**config.mk**
```make
export PLATFORM = sky130hd
export DESIGN_NAME = edid_i2c_regs
export DESIGN_NICKNAME = d
export VERILOG_FILES = /design/src/rtl/edid_regs_pkg.sv /design/src/rtl/edid_rom.sv /design/src/rtl/edid_pack.sv /design/src/rtl/edid_i2c_regs.sv
export SDC_FILE = /design/constraint.sdc
export NUM_CORES = 2
export LEC_CHECK = 0
export ABC_AREA = 1
export CAP_MARGIN = 20
export CELL_PAD_IN_SITES_DETAIL_PLACEMENT = 1
export CELL_PAD_IN_SITES_GLOBAL_PLACEMENT = 2
export CORE_ASPECT_RATIO = 0.8
export CORE_UTILIZATION = 42
export CTS_BUF_LIST = sky130_fd_sc_hd__clkbuf_2 sky130_fd_sc_hd__clkbuf_4 sky130_fd_sc_hd__clkbuf_8
export DETAILED_ROUTE_END_ITERATION = 6
export DONT_BUFFER_PORTS = 1
export PLACE_DENSITY = 0.95
export SYNTH_ARGS = -nofsm -noshare
export SYNTH_HDL_FRONTEND = slang
export SYNTH_SLANG_ARGS = --single-unit
```
**constraint.sdc**
```tcl
create_clock -name clk -period 12.1 [get_ports clk]
set_clock_uncertainty 0.05 [all_clocks]
set_input_delay 1.21 -clock clk [delete_from_list [all_inputs] [get_ports clk]]
set_output_delay 1.21 -clock clk [all_outputs]
set_load 0.05 [all_outputs]
```
**src/rtl/edid_regs_pkg.sv**
```systemverilog
package edid_regs_pkg;

   typedef enum logic [1:0] {
      PH_IDLE = 2'd0,
      PH_DATA = 2'd1,
      PH_WAIT = 2'd2
   } phase_e;

   localparam logic [1:0] RA_PIN  = 2'd0;
   localparam logic [1:0] RA_CMD  = 2'd1;
   localparam logic [1:0] RA_STAT = 2'd2;
   localparam logic [1:0] RA_DATA = 2'd3;

   localparam logic [2:0] CY_NONE  = 3'd0;
   localparam logic [2:0] CY_WAIT  = 3'd1;
   localparam logic [2:0] CY_IDXW  = 3'd3;
   localparam logic [2:0] CY_STOP  = 3'd4;
   localparam logic [2:0] CY_STOPD = 3'd5;
   localparam logic [2:0] CY_IDXS  = 3'd7;

   localparam int CMD_RD    = 0;
   localparam int CMD_IDXF  = 26;
   localparam int CMD_SWRDY = 30;
   localparam int CMD_CLRI  = 31;

endpackage

```
**src/rtl/edid_rom.sv**
```systemverilog
module edid_rom #(
   parameter int BYTES = 128,
   parameter int LANES = 4,
   localparam int AW = $clog2(BYTES)
) (
   input  logic                 clk,
   input  logic                 load_en,
   input  logic [AW-1:0]        load_addr,
   input  logic [7:0]           load_data,
   input  logic [7:0]           rd_base,
   output logic [LANES-1:0][7:0] lane_data,
   output logic [LANES-1:0]     lane_ok
);

   localparam logic [9:0] LIM = 10'(BYTES);

   if (BYTES < 4 || BYTES > 256) begin : g_bad_bytes
      $error("edid_rom: BYTES must lie in 4..256");
   end

   logic [7:0] mem [BYTES];

   always_ff @(posedge clk) begin
      if (load_en) mem[load_addr] <= load_data;
   end

   for (genvar i = 0; i < LANES; i++) begin : g_lane
      logic [8:0] at;
      assign at           = {1'b0, rd_base} + 9'(i);
      assign lane_ok[i]   = {1'b0, at} < LIM;
      assign lane_data[i] = lane_ok[i] ? mem[at[AW-1:0]] : 8'h00;
   end

endmodule

```
**src/rtl/edid_pack.sv**
```systemverilog
module edid_pack #(
   parameter int LANES = 4,
   localparam int CW = $clog2(LANES + 1)
) (
   input  logic                   base_ok,
   input  logic [LANES-1:0]       lane_ok,
   input  logic [LANES-1:0][7:0]  lane_data,
   input  logic signed [9:0]      remain,
   input  logic [8*LANES-1:0]     old_word,
   output logic [8*LANES-1:0]     new_word,
   output logic [CW-1:0]          adv,
   output logic                   has_data,
   output logic                   last
);

   logic [LANES-1:0] take;

   for (genvar i = 0; i < LANES; i++) begin : g_byte
      logic in_win;
      assign in_win  = remain > $signed(10'(i));
      assign take[i] = base_ok & lane_ok[i] & in_win;
      assign new_word[8*i +: 8] = !in_win ? old_word[8*i +: 8] :
                                  (take[i] ? lane_data[i] : 8'h00);
   end

   always_comb begin
      adv = '0;
      for (int k = 0; k < LANES; k++) adv = adv + CW'(take[k]);
   end

   assign has_data = remain > 10'sd0;
   assign last     = remain <= $signed(10'(LANES));

endmodule

```
**src/rtl/edid_i2c_regs.sv**
```systemverilog
module edid_i2c_regs
   import edid_regs_pkg::*;
#(
   parameter int         NPORT     = 4,
   parameter int         ROM_BYTES = 128,
   parameter int         LANES     = 4,
   parameter logic [6:0] TGT_ADDR  = 7'h50
) (
   input  logic                         clk,
   input  logic                         rst_n,
   input  logic                         bus_wr,
   input  logic                         bus_rd,
   input  logic [1:0]                   bus_addr,
   input  logic [31:0]                  bus_wdata,
   output logic [31:0]                  bus_rdata,
   input  logic [NPORT-1:0]             disp_present,
   input  logic [NPORT-1:0]             disp_is_dp,
   input  logic                         rom_load,
   input  logic [$clog2(ROM_BYTES)-1:0] rom_addr,
   input  logic [7:0]                   rom_data
);

   localparam int         PW  = (NPORT > 1) ? $clog2(NPORT) : 1;
   localparam int         CW  = $clog2(LANES + 1);
   localparam logic [2:0] NP3 = 3'(NPORT);

   if (NPORT < 1 || NPORT > 7) begin : g_bad_nport
      $error("edid_i2c_regs: NPORT must lie in 1..7");
   end
   if (LANES < 1 || LANES > 4) begin : g_bad_lanes
      $error("edid_i2c_regs: LANES must lie in 1..4");
   end

   // register state
   logic [2:0]    pin_q;
   logic [31:0]   cmd_q, data_q;
   logic          st_hw, st_nak, st_act, st_wait, st_inuse;
   phase_e        phase_q;
   // transfer state
   logic          mode_q, tgt_q, avail_q;
   logic [7:0]    ptr_q;
   logic [8:0]    cnt_q;
   logic [2:0]    cyc_q;
   logic [PW-1:0] port_q;

   // decode
   logic wr_pin, wr_cmd, wr_st, wr_dat, rd_st, rd_dat;
   assign wr_pin = bus_wr && bus_addr == RA_PIN;
   assign wr_cmd = bus_wr && bus_addr == RA_CMD;
   assign wr_st  = bus_wr && bus_addr == RA_STAT;
   assign wr_dat = bus_wr && bus_addr == RA_DATA;
   assign rd_st  = bus_rd && !bus_wr && bus_addr == RA_STAT;
   assign rd_dat = bus_rd && !bus_wr && bus_addr == RA_DATA;

   logic [2:0]    pin_w;
   logic          pin_ok, sink_ok;
   logic [PW-1:0] pidx;
   assign pin_w   = bus_wdata[2:0];
   assign pin_ok  = pin_w != 3'd0 && pin_w <= NP3;
   assign pidx    = PW'(pin_w - 3'd1);
   assign sink_ok = disp_present[pidx] && !disp_is_dp[pidx];

   logic [31:0] cmd_w;
   assign cmd_w = bus_wdata & ~(32'd1 << CMD_SWRDY);

   logic stop_eff;
   assign stop_eff = wr_cmd && !cmd_q[CMD_CLRI] && cmd_w[27:25] == CY_STOP &&
                     cmd_q[27:25] != CY_NONE;

   // fetch datapath
   logic signed [9:0]      remain;
   logic                   fetch_ok, has_data, last, rd_live, kill;
   logic [LANES-1:0][7:0]  lane_data;
   logic [LANES-1:0]       lane_ok;
   logic [8*LANES-1:0]     new_word;
   logic [CW-1:0]          adv;
   logic [31:0]            merged;

   assign remain   = $signed({1'b0, cnt_q} - {2'b00, ptr_q});
   assign fetch_ok = mode_q && tgt_q && avail_q && disp_present[port_q];

   edid_rom #(.BYTES(ROM_BYTES), .LANES(LANES)) u_rom (
      .clk       (clk),
      .load_en   (rom_load),
      .load_addr (rom_addr),
      .load_data (rom_data),
      .rd_base   (ptr_q),
      .lane_data (lane_data),
      .lane_ok   (lane_ok)
   );

   edid_pack #(.LANES(LANES)) u_pack (
      .base_ok   (fetch_ok),
      .lane_ok   (lane_ok),
      .lane_data (lane_data),
      .remain    (remain),
      .old_word  (data_q[8*LANES-1:0]),
      .new_word  (new_word),
      .adv       (adv),
      .has_data  (has_data),
      .last      (last)
   );

   if (LANES == 4) begin : g_full
      assign merged = new_word;
   end else begin : g_part
      assign merged = {data_q[31:8*LANES], new_word};
   end

   assign rd_live = rd_dat && cmd_q[CMD_RD] && has_data;
   assign kill    = stop_eff || (rd_live && last);

   // read mux
   always_comb begin
      case (bus_addr)
         RA_PIN:  bus_rdata = {29'd0, pin_q};
         RA_CMD:  bus_rdata = cmd_q;
         RA_STAT: bus_rdata = {24'd0, phase_q, st_inuse, 1'b0,
                               st_wait, st_act, st_nak, st_hw};
         default: bus_rdata = rd_live ? merged : data_q;
      endcase
   end

   always_ff @(posedge clk) begin
      if (!rst_n) begin
         pin_q    <= '0;
         cmd_q    <= '0;
         data_q   <= '0;
         st_hw    <= 1'b1;
         st_nak   <= 1'b0;
         st_act   <= 1'b0;
         st_wait  <= 1'b0;
         st_inuse <= 1'b0;
         phase_q  <= PH_IDLE;
         mode_q   <= 1'b0;
         tgt_q    <= 1'b0;
         avail_q  <= 1'b0;
         ptr_q    <= '0;
         cnt_q    <= '0;
         cyc_q    <= CY_NONE;
         port_q   <= '0;
      end else begin
         if (wr_pin) begin
            pin_q   <= pin_w;
            mode_q  <= 1'b0;
            tgt_q   <= 1'b0;
            avail_q <= 1'b0;
            ptr_q   <= '0;
            cnt_q   <= '0;
            cyc_q   <= CY_NONE;
            if (pin_ok) begin
               mode_q  <= 1'b1;
               phase_q <= PH_IDLE;
               st_act  <= 1'b0;
               st_hw   <= 1'b1;
               st_wait <= 1'b1;
               if (sink_ok) begin
                  port_q  <= pidx;
                  avail_q <= 1'b1;
                  st_nak  <= 1'b0;
               end else begin
                  st_nak  <= 1'b1;
               end
            end
         end else if (wr_cmd) begin
            if (cmd_q[CMD_CLRI]) begin
               if (!bus_wdata[CMD_CLRI]) begin
                  cmd_q[CMD_CLRI] <= 1'b0;
                  st_hw    <= 1'b1;
                  st_nak   <= !avail_q;
                  st_act   <= 1'b0;
                  st_wait  <= 1'b0;
                  st_inuse <= 1'b0;
                  phase_q  <= PH_IDLE;
               end
            end else begin
               if (bus_wdata[CMD_CLRI]) st_hw <= 1'b1;
               cnt_q <= cmd_w[24:16];
               cyc_q <= cmd_w[27:25];
               if (cmd_w[7:1] == TGT_ADDR) tgt_q <= 1'b1;
               if (cmd_w[CMD_IDXF]) ptr_q <= cmd_w[15:8];
               case (cmd_w[27:25])
                  CY_STOP: begin
                     if (stop_eff) begin
                        phase_q <= PH_IDLE;
                        st_act  <= 1'b0;
                     end
                  end
                  CY_WAIT, CY_IDXW, CY_STOPD, CY_IDXS: begin
                     phase_q <= PH_DATA;
                     st_act  <= 1'b1;
                  end
                  default: ;
               endcase
               cmd_q <= cmd_w;
            end
         end else if (wr_st) begin
            if (bus_wdata[5]) st_inuse <= 1'b0;
         end else if (rd_st) begin
            st_inuse <= 1'b1;
         end else if (rd_live) begin
            data_q <= merged;
            ptr_q  <= ptr_q + 8'(adv);
            if (last) phase_q <= (cyc_q == CY_STOPD || cyc_q == CY_IDXS) ?
                                 PH_IDLE : PH_WAIT;
         end
         if (kill) begin
            mode_q  <= 1'b0;
            tgt_q   <= 1'b0;
            avail_q <= 1'b0;
            ptr_q   <= '0;
            cnt_q   <= '0;
            cyc_q   <= CY_NONE;
         end
      end
   end

   // assertions
   p_pin_ready_r2: assert property (@(posedge clk) disable iff (!rst_n)
      wr_pin && pin_ok |=> st_hw && st_wait && !st_act && phase_q == PH_IDLE);

   p_stop_idle_r5: assert property (@(posedge clk) disable iff (!rst_n)
      stop_eff |=> !st_act && phase_q == PH_IDLE && !mode_q && ptr_q == 8'd0);

   p_data_cycle_r5: assert property (@(posedge clk) disable iff (!rst_n)
      wr_cmd && !cmd_q[CMD_CLRI] && bus_wdata[25] |=> st_act && phase_q == PH_DATA);

   p_clr_hold_r7: assert property (@(posedge clk) disable iff (!rst_n)
      wr_cmd && cmd_q[CMD_CLRI] && bus_wdata[CMD_CLRI] |=> $stable(cmd_q));

   p_adv_bound_r8: assert property (@(posedge clk) disable iff (!rst_n)
      rd_live && !last |=> ptr_q >= $past(ptr_q) &&
                           {1'b0, ptr_q} <= {1'b0, $past(ptr_q)} + 9'(LANES));

   p_inuse_r10: assert property (@(posedge clk) disable iff (!rst_n)
      rd_st |=> st_inuse);

   p_data_wr_r10: assert property (@(posedge clk) disable iff (!rst_n)
      wr_dat |=> $stable(data_q));

   p_gate_r11: assert property (@(posedge clk) disable iff (!rst_n)
      rd_dat && cmd_q[CMD_RD] && !fetch_ok && !last |=> $stable(ptr_q));

endmodule

```
==> reports/results.ini <==
[floorplanning]
die_h_um = 375.6
die_w_um = 469.0
fp.coreArea_um2 = 172500
die-area_um2 = 176200
rows = 136
pin_count = 94
initial_core_util = 0.4247

[critical_path]
regToRegEndpoint = ptr_q[6]
cp_cell_sequence = inv_8 > ha_4 > buf_4 > buf_12 > nand3_1 > nand3_1 > nand3_1 > nand2_1 > nand2_1 > nand3_1 > nand3_1 > nand3_1 > nand2_1 > nand2_1 > nand2_1
critPathArrivalTime_ns = 7.20
critPathMaxStageDelay_ns = 0.88
r2r-start = ptr_q[1]
reg2reg_setup_slack_ns = 5.81
slowest_stage = buf_4
path_max_fanout = 133
cp-start-kind = register
critPathLaunch = ptr_q[0]
endpoint_kind = output pin
path_common_cell = nand3_1
critPathCapture = bus_rdata[27]
path_class = register to output pin
required_ns = 10.84
worstRegToRegCells = 27

[yosys]
synth-edff-count = 1024
yosysTopAreaCell = edfxtp_1
ys.flop_type = edfxtp_1
synth_cells = 10360
yosys_warnings = 0
synth_top_area_share = 0.4196
syn-cell-area_um2 = 73280
synth_fp_nets = 10440
ys_seq_area_frac = 0.4478
synth_commonest_cells = nand2_1, nand3_1, edfxtp_1
ys_async_sr_fraction = 0
synth.avg_cell_area_um2 = 7.074
ys_types = 46
yosysMostFrequentCell = nand2_1
synth.area.top_cells = edfxtp_1, nand3_1, nand2_1
ys_ff_latch = 1127

[finish]
fin_util = 0.4550
fill_cells = 21860
nets = 10020
drive_gt1_frac = 0.05430
ff_latch_area_um2 = 32840
multi_input_area_um2 = 36770
final_area_um2 = 78510
syn_to_final_growth_pct = 7.143
stdcell_count = 12380

[route]
routed_wl_um = 359000
first_iter_violations = 12480
drc = 0
drtPass1Iterations = 6
wl_per_cell_um = 29.01
vias = 81260
via_per_inst = 6.566
drtAntennaViolNets = 0

[power]
clockPowerShare = 0.421
switching_share = 0.2636
p_int_w = 0.006139
combPwrFrac = 0.066
leakage_nw = 31.21
ir_drop_uv = 113.6
p_seq_frac = 0.514
power_switching_w = 0.002198
power.density_nw_per_um2 = 106.2

[clock_network]
clock-sinks = 1127
clockRootBuffer = clkbuf_8
cts.repair.resized = 0
cts_tree = done
clock_latency_ns = 0.98
hold_buffers = 0
clk_pin_slew_ns = 0.07
cts_inserted_buffers = 192
cts_setup_buffers = 0
htree_levels = 4
clockBufferDepth = 3

[sta]
hold_viol = 0
tns_ns = 0
slew_headroom = 0.09812
slew_violations = 0
finalSetupViolations = 0
tightest_slew_ns = 1.348
rsz0062_at_grt = no
post-route-min-period_ns = 8.458
fmax_ghz = 0.1182
post-route-period-util = 0.6990

[placement]
hpwl_um = 213500
gp_congestion = 0.9598
place_area_um2 = 74640
placed_cells = 12000
port_buffers = 0

[job]
max_cap_violations = 0

[global_route]
grt_pass1_wl_um = 520100
grt_max_degree = 201
grt_pass1_vias = 78880
track_usage = 0.3977
antenna_found_initial = 9
grt_overflow_total = 0

[min_path]
hold_class = primary input to register

[run_status]
outcome = completed

## kinds of logic after synthesis
group / synth area share
buf+inv: 0.05338
xor+xnor: 0.003091
flops: 0.4478
simple gates: 0.4730
fa+ha+maj: 0.003483
compound gates: 0.01924
## metal layers
layer,vias up,wire length (um),track usage
met3,1308,47550,0.1151
li1,34550,-,-
met5,-,63,0
met1,39730,137500,0.5268
met2,5655,150000,0.5752
met4,10,23860,0.2315
## registers in the layout, summed over array words and instances, names as in the netlist, 2 cells and up, named ones only
| register | count |
|---|---|
| u_rom.mem | 1024 |
| data_q | 32 |
| cmd_q | 31 |
| cnt_q | 9 |
| ptr_q | 8 |
| pin_q | 3 |
| cyc_q | 2 |
| phase_q | 2 |
| port_q | 2 |
## critical path: cells and delay by family (launching register included)
family                     cells  cell delay, ns
and+or+nand+nor               11            2.42
adders and majority gates      1            0.83
buffers and inverters          3            1.91
DFF                            1            0.81
## power by group through the flow
stage	clock network, W	registers [W]	logic [W]
global placement	0	0.00436	0.000503
CTS	0.00350	0.00428	0.000514
detailed placement	0	0.00436	0.000512
global route	0.00365	0.00428	0.000564
floorplan	0	0.00436	0.000303
finish	0.00351	0.00428	0.000547
## final cells by class
cell class,count,share of cell area
Multi-Input combinational cell,8283,0.4684
Sequential cell,1127,0.4182
Clock buffer,260,0.04096
Tap cell,2277,0.03629
Timing Repair Buffer,195,0.02300
Inverter,140,0.007395
Clock inverter,88,0.005578
Antenna cell,5,0.0001594
## cells in the final DEF (no fill, tap or decap), types with 63 or more instances in the layout
| cell | synthesis | routed |
|---|---|---|
| a21oi_1 | 113 | 113 |
| dfxtp_1 | 103 | 96 |
| nand3_1 | 3612 | 3612 |
| edfxtp_1 | 1024 | 1024 |
| inv_1 | 120 | 114 |
| clkbuf_8 | 0 | 202 |
| clkinv_1 | 6 | 63 |
| buf_4 | 6 | 146 |
| nor2_1 | 194 | 192 |
| nand2_1 | 4151 | 4151 |
## how the worst min path moves through the flow
stage / start / endpoint / slack, ns / depth (start not counted)
2_1_floorplan: st_wait / st_wait / 0.39 / 2
3_3_place_gp: cmd_q[16] / cmd_q[16] / 0.40 / 2
3_5_place_dp: cyc_q[2] / cyc_q[2] / 0.41 / 2
4_1_cts: rom_data[5] / u_rom.mem[60][5] / 0.26 / 0
5_1_grt: rom_data[7] / u_rom.mem[22][7] / 0.29 / 0
6_report: rom_data[5] / u_rom.mem[60][5] / 0.32 / 0
## metrics by stage
stage | setup WS (ns) | power [W] | hold slack [ns]
after floorplan | 7.273 | 0.004661 | 0.3891
after global placement | 5.101 | 0.004865 | 0.3993
after CTS | 3.981 | 0.008296 | 0.2643
after global routing | 3.644 | 0.008493 | 0.2901
after detailed placement | 5.027 | 0.004875 | 0.4121
final | 3.642 | 0.008338 | 0.3192
No activity file was read; power rests on OpenSTA's default activity.
